--- src/rtl/flush_pkg.sv ---
package flush_pkg;

    typedef enum logic [2:0] {
        ST_IDLE,
        ST_READ,
        ST_EVAL,
        ST_WB,
        ST_CLR
    } seq_state_e;

    typedef struct packed {
        seq_state_e state;
        logic       dis_pend;
        logic       done;
    } seq_regs_t;

    typedef struct packed {
        logic en;
        logic wt;
        logic clean;
        logic err;
    } mode_regs_t;

endpackage

--- src/rtl/flush_cursor.sv ---
module flush_cursor #(
    parameter int SETS = 16,
    parameter int WAYS = 4
) (
    input  logic                    clk,
    input  logic                    rst_n,
    input  logic                    clear_i,
    input  logic                    step_i,
    output logic [$clog2(SETS)-1:0] set_o,
    output logic [$clog2(WAYS)-1:0] way_o,
    output logic                    last_o
);
    localparam int SET_W = $clog2(SETS);
    localparam int WAY_W = $clog2(WAYS);
    localparam logic [SET_W-1:0] SET_LAST = SET_W'(SETS - 1);
    localparam logic [WAY_W-1:0] WAY_LAST = WAY_W'(WAYS - 1);

    logic [SET_W-1:0] set_d, set_q;
    logic [WAY_W-1:0] way_d, way_q;
    logic             way_wrap;

    assign way_wrap = (way_q == WAY_LAST);

    always_comb begin
        set_d = set_q;
        way_d = way_q;
        if (clear_i) begin
            set_d = '0;
            way_d = '0;
        end else if (step_i) begin
            if (way_wrap) begin
                way_d = '0;
                set_d = (set_q == SET_LAST) ? '0 : set_q + 1'b1;
            end else begin
                way_d = way_q + 1'b1;
            end
        end
    end

    always_ff @(posedge clk or negedge rst_n) begin
        if (!rst_n) begin
            set_q <= '0;
            way_q <= '0;
        end else begin
            set_q <= set_d;
            way_q <= way_d;
        end
    end

    assign set_o  = set_q;
    assign way_o  = way_q;
    assign last_o = way_wrap && (set_q == SET_LAST);

    // a step from a non-final way moves to the next way of the same set
    assert_way_step_R3: assert property (@(posedge clk) disable iff (!rst_n)
        (step_i && !clear_i && !way_wrap) |=> (set_o == $past(set_o)));

endmodule

--- src/rtl/mode_ctrl.sv ---
module mode_ctrl
    import flush_pkg::*;
(
    input  logic clk,
    input  logic rst_n,
    input  logic idle_i,
    input  logic cmd_valid_i,
    input  logic cmd_flush_i,
    input  logic cmd_disable_i,
    input  logic cmd_enable_i,
    input  logic pol_req_valid_i,
    input  logic pol_req_wt_i,
    input  logic fin_i,
    input  logic fin_disable_i,
    output logic cache_en_o,
    output logic pol_wt_o,
    output logic pol_err_o
);
    mode_regs_t m_d, m_q;

    always_comb begin
        m_d       = m_q;
        m_d.err   = 1'b0;
        // a line may become dirty in any cycle the cache is on
        m_d.clean = m_q.clean && !m_q.en;

        if (idle_i && cmd_valid_i && !cmd_flush_i) begin
            if (cmd_disable_i)
                m_d.en = 1'b0;
            else if (cmd_enable_i)
                m_d.en = 1'b1;
        end

        if (fin_i) begin
            if (fin_disable_i)
                m_d.en = 1'b0;
            if (fin_disable_i || !m_q.en)
                m_d.clean = 1'b1;
        end

        if (idle_i && pol_req_valid_i) begin
            if (!pol_req_wt_i)
                m_d.wt = 1'b0;
            else if (!m_q.en && m_q.clean)
                m_d.wt = 1'b1;
            else
                m_d.err = 1'b1;
        end
    end

    always_ff @(posedge clk or negedge rst_n) begin
        if (!rst_n)
            m_q <= '0;
        else
            m_q <= m_d;
    end

    assign cache_en_o = m_q.en;
    assign pol_wt_o   = m_q.wt;
    assign pol_err_o  = m_q.err;

    // a refused request leaves the policy as it was
    assert_err_keeps_policy_R9: assert property (@(posedge clk) disable iff (!rst_n)
        pol_err_o |-> $stable(pol_wt_o));

    // write-through is only entered from a disabled cache
    assert_wt_from_disabled_R9: assert property (@(posedge clk) disable iff (!rst_n)
        $rose(pol_wt_o) |-> $past(!cache_en_o));

endmodule

--- src/rtl/cache_flush_seq.sv ---
module cache_flush_seq
    import flush_pkg::*;
#(
    parameter int SETS       = 16,
    parameter int WAYS       = 4,
    parameter int LINE_BYTES = 32,
    localparam int SET_W     = $clog2(SETS),
    localparam int WAY_W     = $clog2(WAYS),
    localparam int IDX_W     = SET_W + WAY_W,
    localparam int OFF_W     = $clog2(LINE_BYTES),
    localparam int ADDR_W    = IDX_W + OFF_W
) (
    input  logic              clk,
    input  logic              rst_n,
    input  logic              cmd_valid,
    input  logic              cmd_flush,
    input  logic              cmd_disable,
    input  logic              cmd_enable,
    input  logic              pol_req_valid,
    input  logic              pol_req_wt,
    output logic              ls_rd_en,
    output logic [IDX_W-1:0]  ls_rd_idx,
    input  logic              ls_valid,
    input  logic              ls_dirty,
    output logic              ls_wr_en,
    output logic [IDX_W-1:0]  ls_wr_idx,
    output logic              ls_wr_valid,
    output logic              ls_wr_dirty,
    output logic              wb_req,
    output logic [ADDR_W-1:0] wb_addr,
    input  logic              wb_ack,
    output logic              busy,
    output logic              flush_done,
    output logic              cache_en,
    output logic              pol_wt,
    output logic              pol_err
);
    seq_regs_t        r_d, r_q;
    logic             cur_clear, cur_step, cur_last, fin;
    logic [SET_W-1:0] cur_set;
    logic [WAY_W-1:0] cur_way;
    logic [IDX_W-1:0] line_idx;
    logic             idle;

    flush_cursor #(.SETS(SETS), .WAYS(WAYS)) u_cursor (
        .clk     (clk),
        .rst_n   (rst_n),
        .clear_i (cur_clear),
        .step_i  (cur_step),
        .set_o   (cur_set),
        .way_o   (cur_way),
        .last_o  (cur_last)
    );

    assign line_idx = {cur_set, cur_way};
    assign idle     = (r_q.state == ST_IDLE);

    always_comb begin
        r_d       = r_q;
        r_d.done  = 1'b0;
        cur_clear = 1'b0;
        cur_step  = 1'b0;
        fin       = 1'b0;
        ls_rd_en  = 1'b0;
        ls_wr_en  = 1'b0;
        wb_req    = 1'b0;
        unique case (r_q.state)
            ST_IDLE: begin
                if (cmd_valid && cmd_flush) begin
                    r_d.state    = ST_READ;
                    r_d.dis_pend = cmd_disable;
                    cur_clear    = 1'b1;
                end
            end
            ST_READ: begin
                ls_rd_en  = 1'b1;
                r_d.state = ST_EVAL;
            end
            ST_EVAL: begin
                if (ls_valid && ls_dirty)
                    r_d.state = ST_WB;
                else if (ls_valid)
                    r_d.state = ST_CLR;
                else if (cur_last) begin
                    r_d.state = ST_IDLE;
                    r_d.done  = 1'b1;
                    fin       = 1'b1;
                end else begin
                    cur_step  = 1'b1;
                    r_d.state = ST_READ;
                end
            end
            ST_WB: begin
                wb_req = 1'b1;
                if (wb_ack)
                    r_d.state = ST_CLR;
            end
            ST_CLR: begin
                ls_wr_en = 1'b1;
                if (cur_last) begin
                    r_d.state = ST_IDLE;
                    r_d.done  = 1'b1;
                    fin       = 1'b1;
                end else begin
                    cur_step  = 1'b1;
                    r_d.state = ST_READ;
                end
            end
            default: r_d.state = ST_IDLE;
        endcase
    end

    always_ff @(posedge clk or negedge rst_n) begin
        if (!rst_n) begin
            r_q.state    <= ST_IDLE;
            r_q.dis_pend <= 1'b0;
            r_q.done     <= 1'b0;
        end else begin
            r_q <= r_d;
        end
    end

    mode_ctrl u_mode (
        .clk             (clk),
        .rst_n           (rst_n),
        .idle_i          (idle),
        .cmd_valid_i     (cmd_valid),
        .cmd_flush_i     (cmd_flush),
        .cmd_disable_i   (cmd_disable),
        .cmd_enable_i    (cmd_enable),
        .pol_req_valid_i (pol_req_valid),
        .pol_req_wt_i    (pol_req_wt),
        .fin_i           (fin),
        .fin_disable_i   (r_q.dis_pend),
        .cache_en_o      (cache_en),
        .pol_wt_o        (pol_wt),
        .pol_err_o       (pol_err)
    );

    assign ls_rd_idx   = line_idx;
    assign ls_wr_idx   = line_idx;
    assign ls_wr_valid = 1'b0;
    assign ls_wr_dirty = 1'b0;
    assign wb_addr     = {line_idx, {OFF_W{1'b0}}};
    assign busy        = !idle;
    assign flush_done  = r_q.done;

    // an unanswered write-back request is held with the same address
    assert_wb_hold_R4: assert property (@(posedge clk) disable iff (!rst_n)
        (wb_req && !wb_ack) |=> (wb_req && $stable(wb_addr)));

    // an acknowledged write-back is followed by the state write of that line
    assert_clear_after_ack_R4: assert property (@(posedge clk) disable iff (!rst_n)
        (wb_req && wb_ack) |=> (ls_wr_en && ls_wr_idx == $past(ls_rd_idx)));

    // the completion pulse lasts a single cycle
    assert_done_pulse_R7: assert property (@(posedge clk) disable iff (!rst_n)
        flush_done |=> !flush_done);

    // completion coincides with the return to idle
    assert_done_idle_R7: assert property (@(posedge clk) disable iff (!rst_n)
        $fell(busy) |-> flush_done);

    // policy requests during a flush have no effect
    assert_busy_ignores_R6: assert property (@(posedge clk) disable iff (!rst_n)
        (busy && pol_req_valid) |=> ($stable(pol_wt) && !pol_err));

endmodule

--- config.mk ---
export PLATFORM = sky130hd
export DESIGN_NAME = cache_flush_seq
export DESIGN_NICKNAME = d
export VERILOG_FILES = /design/src/rtl/flush_pkg.sv /design/src/rtl/flush_cursor.sv /design/src/rtl/mode_ctrl.sv /design/src/rtl/cache_flush_seq.sv
export SDC_FILE = /design/constraint.sdc
export NUM_CORES = 1
export LEC_CHECK = 0
export ABC_CLOCK_PERIOD_IN_PS = 1850
export CAP_MARGIN = 20
export CORE_MARGIN = 2
export CORE_UTILIZATION = 38
export CTS_CLUSTER_SIZE = 24
export DETAILED_ROUTE_END_ITERATION = 16
export GPL_TIMING_DRIVEN = 1
export PLACE_DENSITY = 0.76
export SYNTH_ARGS = -nofsm -noshare
export SYNTH_HDL_FRONTEND = slang
export SYNTH_SLANG_ARGS = --single-unit
--- constraint.sdc ---
create_clock -name clk -period 1.85 [get_ports clk]
set_input_delay 0.37 -clock clk [delete_from_list [all_inputs] [get_ports clk]]
set_output_delay 0.37 -clock clk [all_outputs]
set_load 0.05 [all_outputs]
==> results of run 1 <==
-- through the flow --
step                cell area (µm²)  setup TNS [ns]  hold WS (ns)  power [W]
floorplan                       951               0        0.0744    0.00132
global placement               1190          -0.876         0.482    0.00157
detailed placement             1190           -1.18         0.496    0.00160
CTS                            1240               0         0.388    0.00182
global route                   1240               0         0.415    0.00191
finish                         1240               0         0.390    0.00180
-- timing repair --
item	CTS	global route
endpoints found under the setup margin	1	0
resized for setup	4	0
buffers inserted	2	0
hold buffers	0	0
-- flip-flops by register name, indices dropped and copies added, names as in the netlist --
register	flops
u_cursor.set_o	4
u_mode.pol_wt_o	1
u_cursor.way_o	2
u_mode.pol_err_o	1
u_mode.cache_en_o	1
flush_done	1
u_mode.m_q	1
r_q	4
-- report_power, final --
group / internal, W / switching [W]
Combinational: 0.000399 / 0.000729
Sequential: 0.000408 / 0.0000798
Clock: 0.0000839 / 0.000104
Total: 0.000891 / 0.000912
-- worst reg2reg max path: stages (launching register included) --
cell	delay, ns
dfrtp_1	0.39
buf_4	0.16
or4b_4	0.54
nand2_1	0.18
nand2_1	0.11
a32o_1	0.29
-- synthesized netlist by cell type (all sizes together), types with 2 or more instances --
library cell	number
buf	20
o22a	2
nand3	4
nor3b	4
ha	2
nor2	4
a21oi	2
a31oi	2
and3	2
nor3	4
dfrtp	15
inv	6
nand2	9
mux2i	3
a211oi	2
and3b	2
-- area by class of cell --
type | instances | area share
clock buffers | 4 | 0.0212
inverters | 6 | 0.0182
multi-input cells | 58 | 0.324
flip-flops and latches | 15 | 0.305
well taps | 28 | 0.0283
repair buffers | 41 | 0.303
-- kinds of logic after synthesis --
logic type,count (synthesis),share of synthesized area
buf+inv,26,0.191
simple gates,34,0.229
fa+ha+maj,2,0.0271
mux,4,0.0447
flops,15,0.407
compound gates,11,0.0976
other cells,1,0.00406
-- worst min path at each step --
stage | start | to | slack (ns) | depth (start not counted)
2_1_floorplan | rst_n | flush_done | 0.07 | 0
3_3_place_gp | u_mode.pol_wt_o | u_mode.pol_wt_o | 0.48 | 1
3_5_place_dp | u_mode.pol_wt_o | u_mode.pol_wt_o | 0.50 | 1
4_1_cts | rst_n | flush_done | 0.39 | 2
5_1_grt | rst_n | flush_done | 0.41 | 2
6_report | rst_n | u_cursor.way_o[1] | 0.39 | 2
-- layer usage --
| metal | routed length [µm] | GRT usage |
|---|---|---|
| met1 | 738 | 0.157 |
| met4 | 78 | 0.120 |
| met3 | 96 | 0.0311 |
| met5 | 0 | 0 |
| met2 | 881 | 0.222 |
==> metrics.md, run 1 <==
| Metric | Value |
|---|---|
| Status | finished, final reports clean |
| Area contributors post-synth | dfrtp_1 (41%), buf_4 (15%), nand2_1 (3.7%) |
| Period utilisation layout | 0.961 |
| Effective utilization at floorplan | 0.410 |
| Placed cell count | 146 |
| CP arrival | 1.95 ns |
| DR pass1 iterations | 4 |
| RSZ-0062 raised after global routing | no |
| TritonCTS clock tree | done |
| Endpoint class of the critical path | register |
| R2R Path End | u_cursor.way_o[0] |
| Post-synthesis register bit count | 15 |
| Clk slew on worst S/H paths | 0.09 ns |
| Distinct cells, synth | 31 |
| Final worst setup slack | 0.0722 ns |
| Critical path class | register to register |
| Utilization after layout | 0.549 |
| Slowest cell on crit path | or4b_4 |
| Die width | 53.3 µm |
| Critical Path Fanout Max | 6 |
| HP Class | input port to asynchronous set/reset pin |
| Reg-to-reg slack, setup | 0.07 ns |
| Root Buffer | clkbuf_4 |
| Finished Layout Cells | 152 |
| MaxCap Viol Count | 0 |
| H-tree depth | 1 |
| Full die area | 2840 µm² |
| Wire length of the first global-routing pass | 2790 µm |
| Crit path required time | 2.02 ns |
| Final min period | 1.78 ns |
| Synth area leader | dfrtp_1 |
| Clock Latency Late Sink | 0.29 ns |
| ANT nets after route | 0 |
| Post-Syn Area | 923 µm² |
| Ys Warns | 0 |
| Initial DRC Count | 13 |
| Most used cell, CP | nand2_1 |
| Top_reg_cell synth | dfrtp_1 |
| GRT overflow | 0 |
| Avg Cell Area, Syn | 9.93 µm² |
| Most common cell after layout, fill and taps aside | buf_4 |
| Final Setup Violations | 0 |
| Largest net degree at the start of global routing | 16 |
| R2R depth | 5 |
| Mapped Cells | 93 |
| Setup crit start | r_q[4] |
| Leakage | 0.642 nW |
| Vias in the first global route | 656 |
| Final setup skew | 0.00416 ns |
| Worst slack, placed | -0.195 ns |
| Max Freq | 562 MHz |
| Fillers | 206 |
| Via Count | 746 |
| FF+latch area | 378 µm² |
| DRT Wirelength | 1800 µm |
| Clock sinks | 15 |
| R2R Path Start | r_q[4] |
| CP top delay family | simple AND/OR/NAND/NOR gates |
| Initial antenna violation count | 0 |
| Core region area | 2250 µm² |
| Number of antenna diodes | 0 |
| Hold Fails Final Rpt | 0 |
| Share of layout cells above drive strength 1 | 0.363 |
| Most frequent cells in the layout | buf_4 (26), dfrtp_1 (13), clkdlybuf4s50_1 (12) |
| Hpwl dp | 1390 µm |
| Placer Congestion | 0.807 |
| Post-route DRC | 0 |
| Multi-input logic area | 402 µm² |
| Layout area overhead | 34.1% |
| GRT Overall Usage | 0.140 |
| Via-per-instance ratio | 4.91 |
| FP Rows | 17 |
| CP max stage delay | 0.54 ns |
| Buffers on Ports | 36 |
| CP endpoint | u_cursor.way_o[0] |
| Total CTS buffers | 3 |
| Asr flop ratio synth | 1.00 |
| Crit path buf inv count | 1 |
| Critical Path Start Type | register |
| Worst-path cell chain | buf_4, or4b_4, nand2_1, nand2_1, a32o_1 |
| Die Ht | 53.3 µm |
| Top-area cell type share of the netlist area | 0.407 |
| Number of enable flip-flop cells after synthesis | 0 |
| Sequential share of the synthesized area | 0.407 |
| Clock Path Buffers | 2 |
| Peak supply drop | 0.000792 V |
| Total Nets Final | 138 |
| Wire length per cell | 11.8 µm |
| Num ports | 44 |
| Cell Pwr Density | 1460 nW/µm² |
| Worst path depth | 5 |
| Slew Viols, Final | 0 |
Power figures use the tool's default switching activity.
==> inputs of run 2 (changes only) <==
ABC_CLOCK_PERIOD_IN_PS = 1900   (was 1850)
SKIP_CTS_REPAIR_TIMING = 1   (was not set)
clock period = 1.9 ns   (was 1.85 ns; I/O delays follow)
==> run 2 against run 1 <==
Critical endpoint is now ls_wr_en. Largest power group unchanged. Wire length is 0.11% lower. Clock power down 3%. Power decreased by 2.5%. Register-to-register slack gained 0.05 ns.
==> metrics.md, run 2 (same netlist as run 1, synthesis figures left out) <==
| Metric | Value |
|---|---|
| Initial DRC Count | 11 |
| Initial antenna violation count | 0 |
| Peak supply drop | 0.000784 V |
| Most common cell after layout, fill and taps aside | buf_4 |
| Final min period | 1.85 ns |
| DR pass1 iterations | 4 |
| Pwr Total | 0.00176 W |
| Critical Path Start Type | register |
| GRT Overall Usage | 0.138 |
| Via-per-instance ratio | 4.83 |
| Total CTS buffers | 3 |
| Hold Fails Final Rpt | 0 |
| R2R Path End | u_cursor.way_o[0] |
| RSZ-0062 raised after global routing | no |
| Effective utilization at floorplan | 0.410 |
| FF+latch area | 379 µm² |
| Largest net degree at the start of global routing | 16 |
| Die Ht | 53.3 µm |
| HP Class | input port to asynchronous set/reset pin |
| Share of layout cells above drive strength 1 | 0.371 |
| Cell Pwr Density | 1420 nW/µm² |
| Most frequent cells in the layout | buf_4 (26), dfrtp_1 (12), clkdlybuf4s50_1 (12) |
| Post-route DRC | 0 |
| GRT overflow | 0 |
| Total Nets Final | 138 |
| R2R Path Start | r_q[2] |
| Worst slack, placed | -0.159 ns |
| Multi-input logic area | 399 µm² |
| Leakage | 0.638 nW |
| Layout area overhead | 34.0% |
| Vias in the first global route | 643 |
| CP arrival | 1.47 ns |
| Most used routing layer | met2 |
| Clock Latency Late Sink | 0.28 ns |
| Die width | 53.3 µm |
| H-tree depth | 1 |
| Buffers on Ports | 36 |
| Slowest cell on crit path | or3b_2 |
| Setup TNS | 0 ns |
| Core region area | 2250 µm² |
| Fillers | 215 |
| Status | finished, final reports clean |
| MaxCap Viol Count | 0 |
| Full die area | 2840 µm² |
| Slew Viols, Final | 0 |
| Hpwl dp | 1420 µm |
| TritonCTS clock tree | done |
| Placed cell count | 146 |
| ANT nets after route | 0 |
| DRT Wirelength | 1790 µm |
| Wire length of the first global-routing pass | 2780 µm |
| Reg-to-reg slack, setup | 0.12 ns |
| Worst-path cell chain | or3b_2, inv_2, buf_12 |
| R2R depth | 5 |
| CP max stage delay | 0.52 ns |
| Final setup skew | 0.00465 ns |
| Crit path required time | 1.52 ns |
| Critical path class | register to output port |
| GRT met1 Usage | 0.162 |
| GRT met3 Usage | 0.0254 |
| Placer Congestion | 0.807 |
| FP Rows | 17 |
| Clock Path Buffers | 2 |
| Finished Layout Cells | 152 |
| Num ports | 44 |
| Clock sinks | 15 |
| Max Freq | 541 MHz |
| Final Setup Violations | 0 |
| Wire length per cell | 11.8 µm |
| Met2 Use GR | 0.226 |
| Final worst setup slack | 0.0526 ns |
| Utilization after layout | 0.549 |
| Root Buffer | clkbuf_4 |
| Via Count | 734 |
| Clk slew on worst S/H paths | 0.09 ns |
| Critical Path Fanout Max | 5 |
| Endpoint class of the critical path | output port |
| Period utilisation layout | 0.972 |
| Number of antenna diodes | 0 |
run 2: cell types whose count changed in the layout (fill, tap and decap cells not counted):
cell	change
dfrtp_1	-1
or3b_4	-1
dfrtp_2	+1
or3b_2	+1
run 2: per-stage QoR:
step	hold WS (ns)	cell area, µm²
2_1_floorplan	0.0844	951
3_3_place_gp	0.482	1190
3_5_place_dp	0.494	1190
4_1_cts	0.410	1220
5_1_grt	0.438	1240
6_report	0.408	1240
run 2: how the worst max path moves through the flow:
stage,from,endpoint,slack [ns],cells past startpoint
CTS,r_q[2],ls_wr_en,-0.05,3
finish,r_q[2],ls_wr_en,0.05,3
global route,r_q[2],ls_wr_en,0.01,3
global placement,ls_valid,u_cursor.way_o[0],-0.1,5
detailed placement,ls_valid,u_cursor.way_o[0],-0.16,5
floorplan,r_q[2],ls_wr_en,0.22,3
run 2: metal layers:
layer	up-vias	wire length, µm
met5	-	0
met4	0	61
met3	7	88
met2	27	909
met1	342	734
li1	358	-
run 2: final cells by class:
class / count / share of cell area
multi-input combinational: 58 / 0.323
sequential: 15 / 0.306
timing repair buffer: 41 / 0.303
tap: 28 / 0.0283
clock buffer: 4 / 0.0212
inverter: 6 / 0.0182
run 2: worst max-delay path: cells and delay by family, from the launching register on:
kind,cells,cell delay (ns)
AND/OR/NAND/NOR,1,0.52
flip-flops,1,0.44
buffers and inverters,2,0.22
run 2: power breakdown:
part           switching [W]  total, W  internal (W)
Sequential         0.0000783  0.000476      0.000398
Combinational       0.000710   0.00110      0.000391
Clock               0.000100  0.000182     0.0000815
==> inputs of run 3 (changes only) <==
ABC_CLOCK_PERIOD_IN_PS = 1550   (was 1900)
CORE_UTILIZATION = 36   (was 38)
clock period = 1.55 ns   (was 1.9 ns; I/O delays follow)
==> run 3 against run 2 <==
The run now ends with negative setup slack left. Count of clock-buffer cells in the layout unchanged. First-iteration DRC count up 18%. Sequential share of layout area down 7.1 points. Sequential power up 24%. Wire length up 23%. Critical path depth unchanged.
==> metrics.md, run 3 (same netlist as run 1, synthesis figures left out) <==
| Metric | Value |
|---|---|
| Switching pwr | 0.00123 W |
| Clk pwr share | 0.086 |
| CP arrival | 1.41 ns |
| Seq pwr share | 0.218 |
| Endpoint class of the critical path | output port |
| FP Rows | 18 |
| GRT Overall Usage | 0.155 |
| Via-per-instance ratio | 4.97 |
| Hpwl dp | 1710 µm |
| Die Ht | 54.6 µm |
| Largest net degree at the start of global routing | 16 |
| Internal Power | 0.00147 W |
| Finished Layout Cells | 166 |
| Max Freq | 583 MHz |
| Initial DRC Count | 13 |
| H-tree depth | 1 |
| Root Buffer | clkbuf_4 |
| Final min period | 1.72 ns |
| Clock Latency Late Sink | 0.29 ns |
| Clock sinks | 15 |
| Worst-path cell chain | or3b_4, inv_2, buf_12 |
| Most common cell after layout, fill and taps aside | buf_12 |
| Number of antenna diodes | 0 |
| Worst slack, placed | -0.421 ns |
| CP max stage delay | 0.47 ns |
| Clk slew on worst S/H paths | 0.09 ns |
| Final setup skew | 0.00370 ns |
| Hold Fails Final Rpt | 0 |
| ANT nets after route | 0 |
| Post-DP Area | 1540 µm² |
| TritonCTS clock tree | done |
| Most frequent cells in the layout | buf_12 (23), buf_4 (17), clkdlybuf4s50_1 (10) |
| Utilization after layout | 0.662 |
| Buffers on Ports | 36 |
| Status | finished with violations |
| Crit path required time | 1.24 ns |
| Clock Path Buffers | 2 |
| Slowest cell on crit path | dfrtp_2 |
| Vias in the first global route | 746 |
| HP Class | input port to asynchronous set/reset pin |
| Critical path class | register to output port |
| MaxCap Viol Count | 0 |
| Period utilisation layout | 1.11 |
| GRT overflow | 0 |
| Final worst setup slack | -0.166 ns |
| Share of layout cells above drive strength 1 | 0.493 |
| DRT Wirelength | 2210 µm |
| Initial antenna violation count | 0 |
| Cell Pwr Density | 1660 nW/µm² |
| Slew Viols, Final | 0 |
| Via Count | 825 |
| Num ports | 44 |
| Total Nets Final | 150 |
| Hold_ws | 0.335 ns |
| Sw frac | 0.454 |
| Effective utilization at floorplan | 0.376 |
| Wire length per cell | 13.3 µm |
| Layout area overhead | 76.0% |
| RSZ-0062 raised after global routing | yes |
| DR pass1 iterations | 4 |
| Final Setup Violations | 12 |
| Full die area | 2990 µm² |
| Wire length of the first global-routing pass | 3140 µm |
| Total CTS buffers | 3 |
| Core region area | 2450 µm² |
| Final Cell Area | 1630 µm² |
| Critical Path Start Type | register |
| Die width | 54.6 µm |
| Combinational share of power | 0.696 |
| Peak supply drop | 0.00120 V |
| Placer Congestion | 0.849 |
| Placed cell count | 160 |
| Violated checks | negative setup slack |
| Critical Path Fanout Max | 6 |
| Leakage | 0.771 nW |
| Post-route DRC | 0 |
[run 3: path summary, 6_finish.rpt]
check / start / endpoint / slack (ns) / cells past startpoint
max in group asynchronous: rst_n / u_cursor.way_o[0] / 1.02 / 2
setup reg to reg: r_q[2] / u_cursor.way_o[0] / -0.12 / 4
min in group clk: r_q[1] / r_q[1] / 0.52 / 1
hold / removal: rst_n / u_cursor.way_o[1] / 0.34 / 2
setup / recovery: r_q[2] / ls_wr_en / -0.17 / 3
hold reg to reg: r_q[1] / r_q[1] / 0.52 / 1
[run 3: routing by layer]
layer	GRT usage	part of all wire	up-vias
li1	-	-	386
met1	0.171	0.37	398
met2	0.260	0.54	32
met3	0.0273	0.046	9
met4	0.121	0.047	0
met5	0	0	-
[run 3: final cells by class]
cell class	count	area (µm²)
fillers	196	830
repair buffers	53	722
multi-input cells	58	434
flip-flops and latches	15	383
well taps	30	37.5
clock buffers	4	26.3
inverters	6	22.5
[run 3: worst max-delay path: cells and delay by family, from the launching register on]
family	cells	cell delay, ns
and+or+nand+nor	1	0.44
buffers and inverters	2	0.21
DFF	1	0.47
[run 3: power by group through the flow]
stage	Sequential [W]	Combinational, W	Clock, W
after detailed placement	0.000579	0.00178	0
after CTS	0.000572	0.00178	0.000238
after global routing	0.000605	0.00197	0.000261
after global placement	0.000571	0.00174	0
after floorplan	0.000757	0.000830	0
final	0.000588	0.00188	0.000233
[run 3: stage by stage]
step	TNS, ns	power [W]
2_1_floorplan	-0.0431	0.00159
3_3_place_gp	-3.13	0.00231
3_5_place_dp	-3.49	0.00236
4_1_cts	-1.25	0.00259
5_1_grt	-1.80	0.00284
6_report	-1.13	0.00270
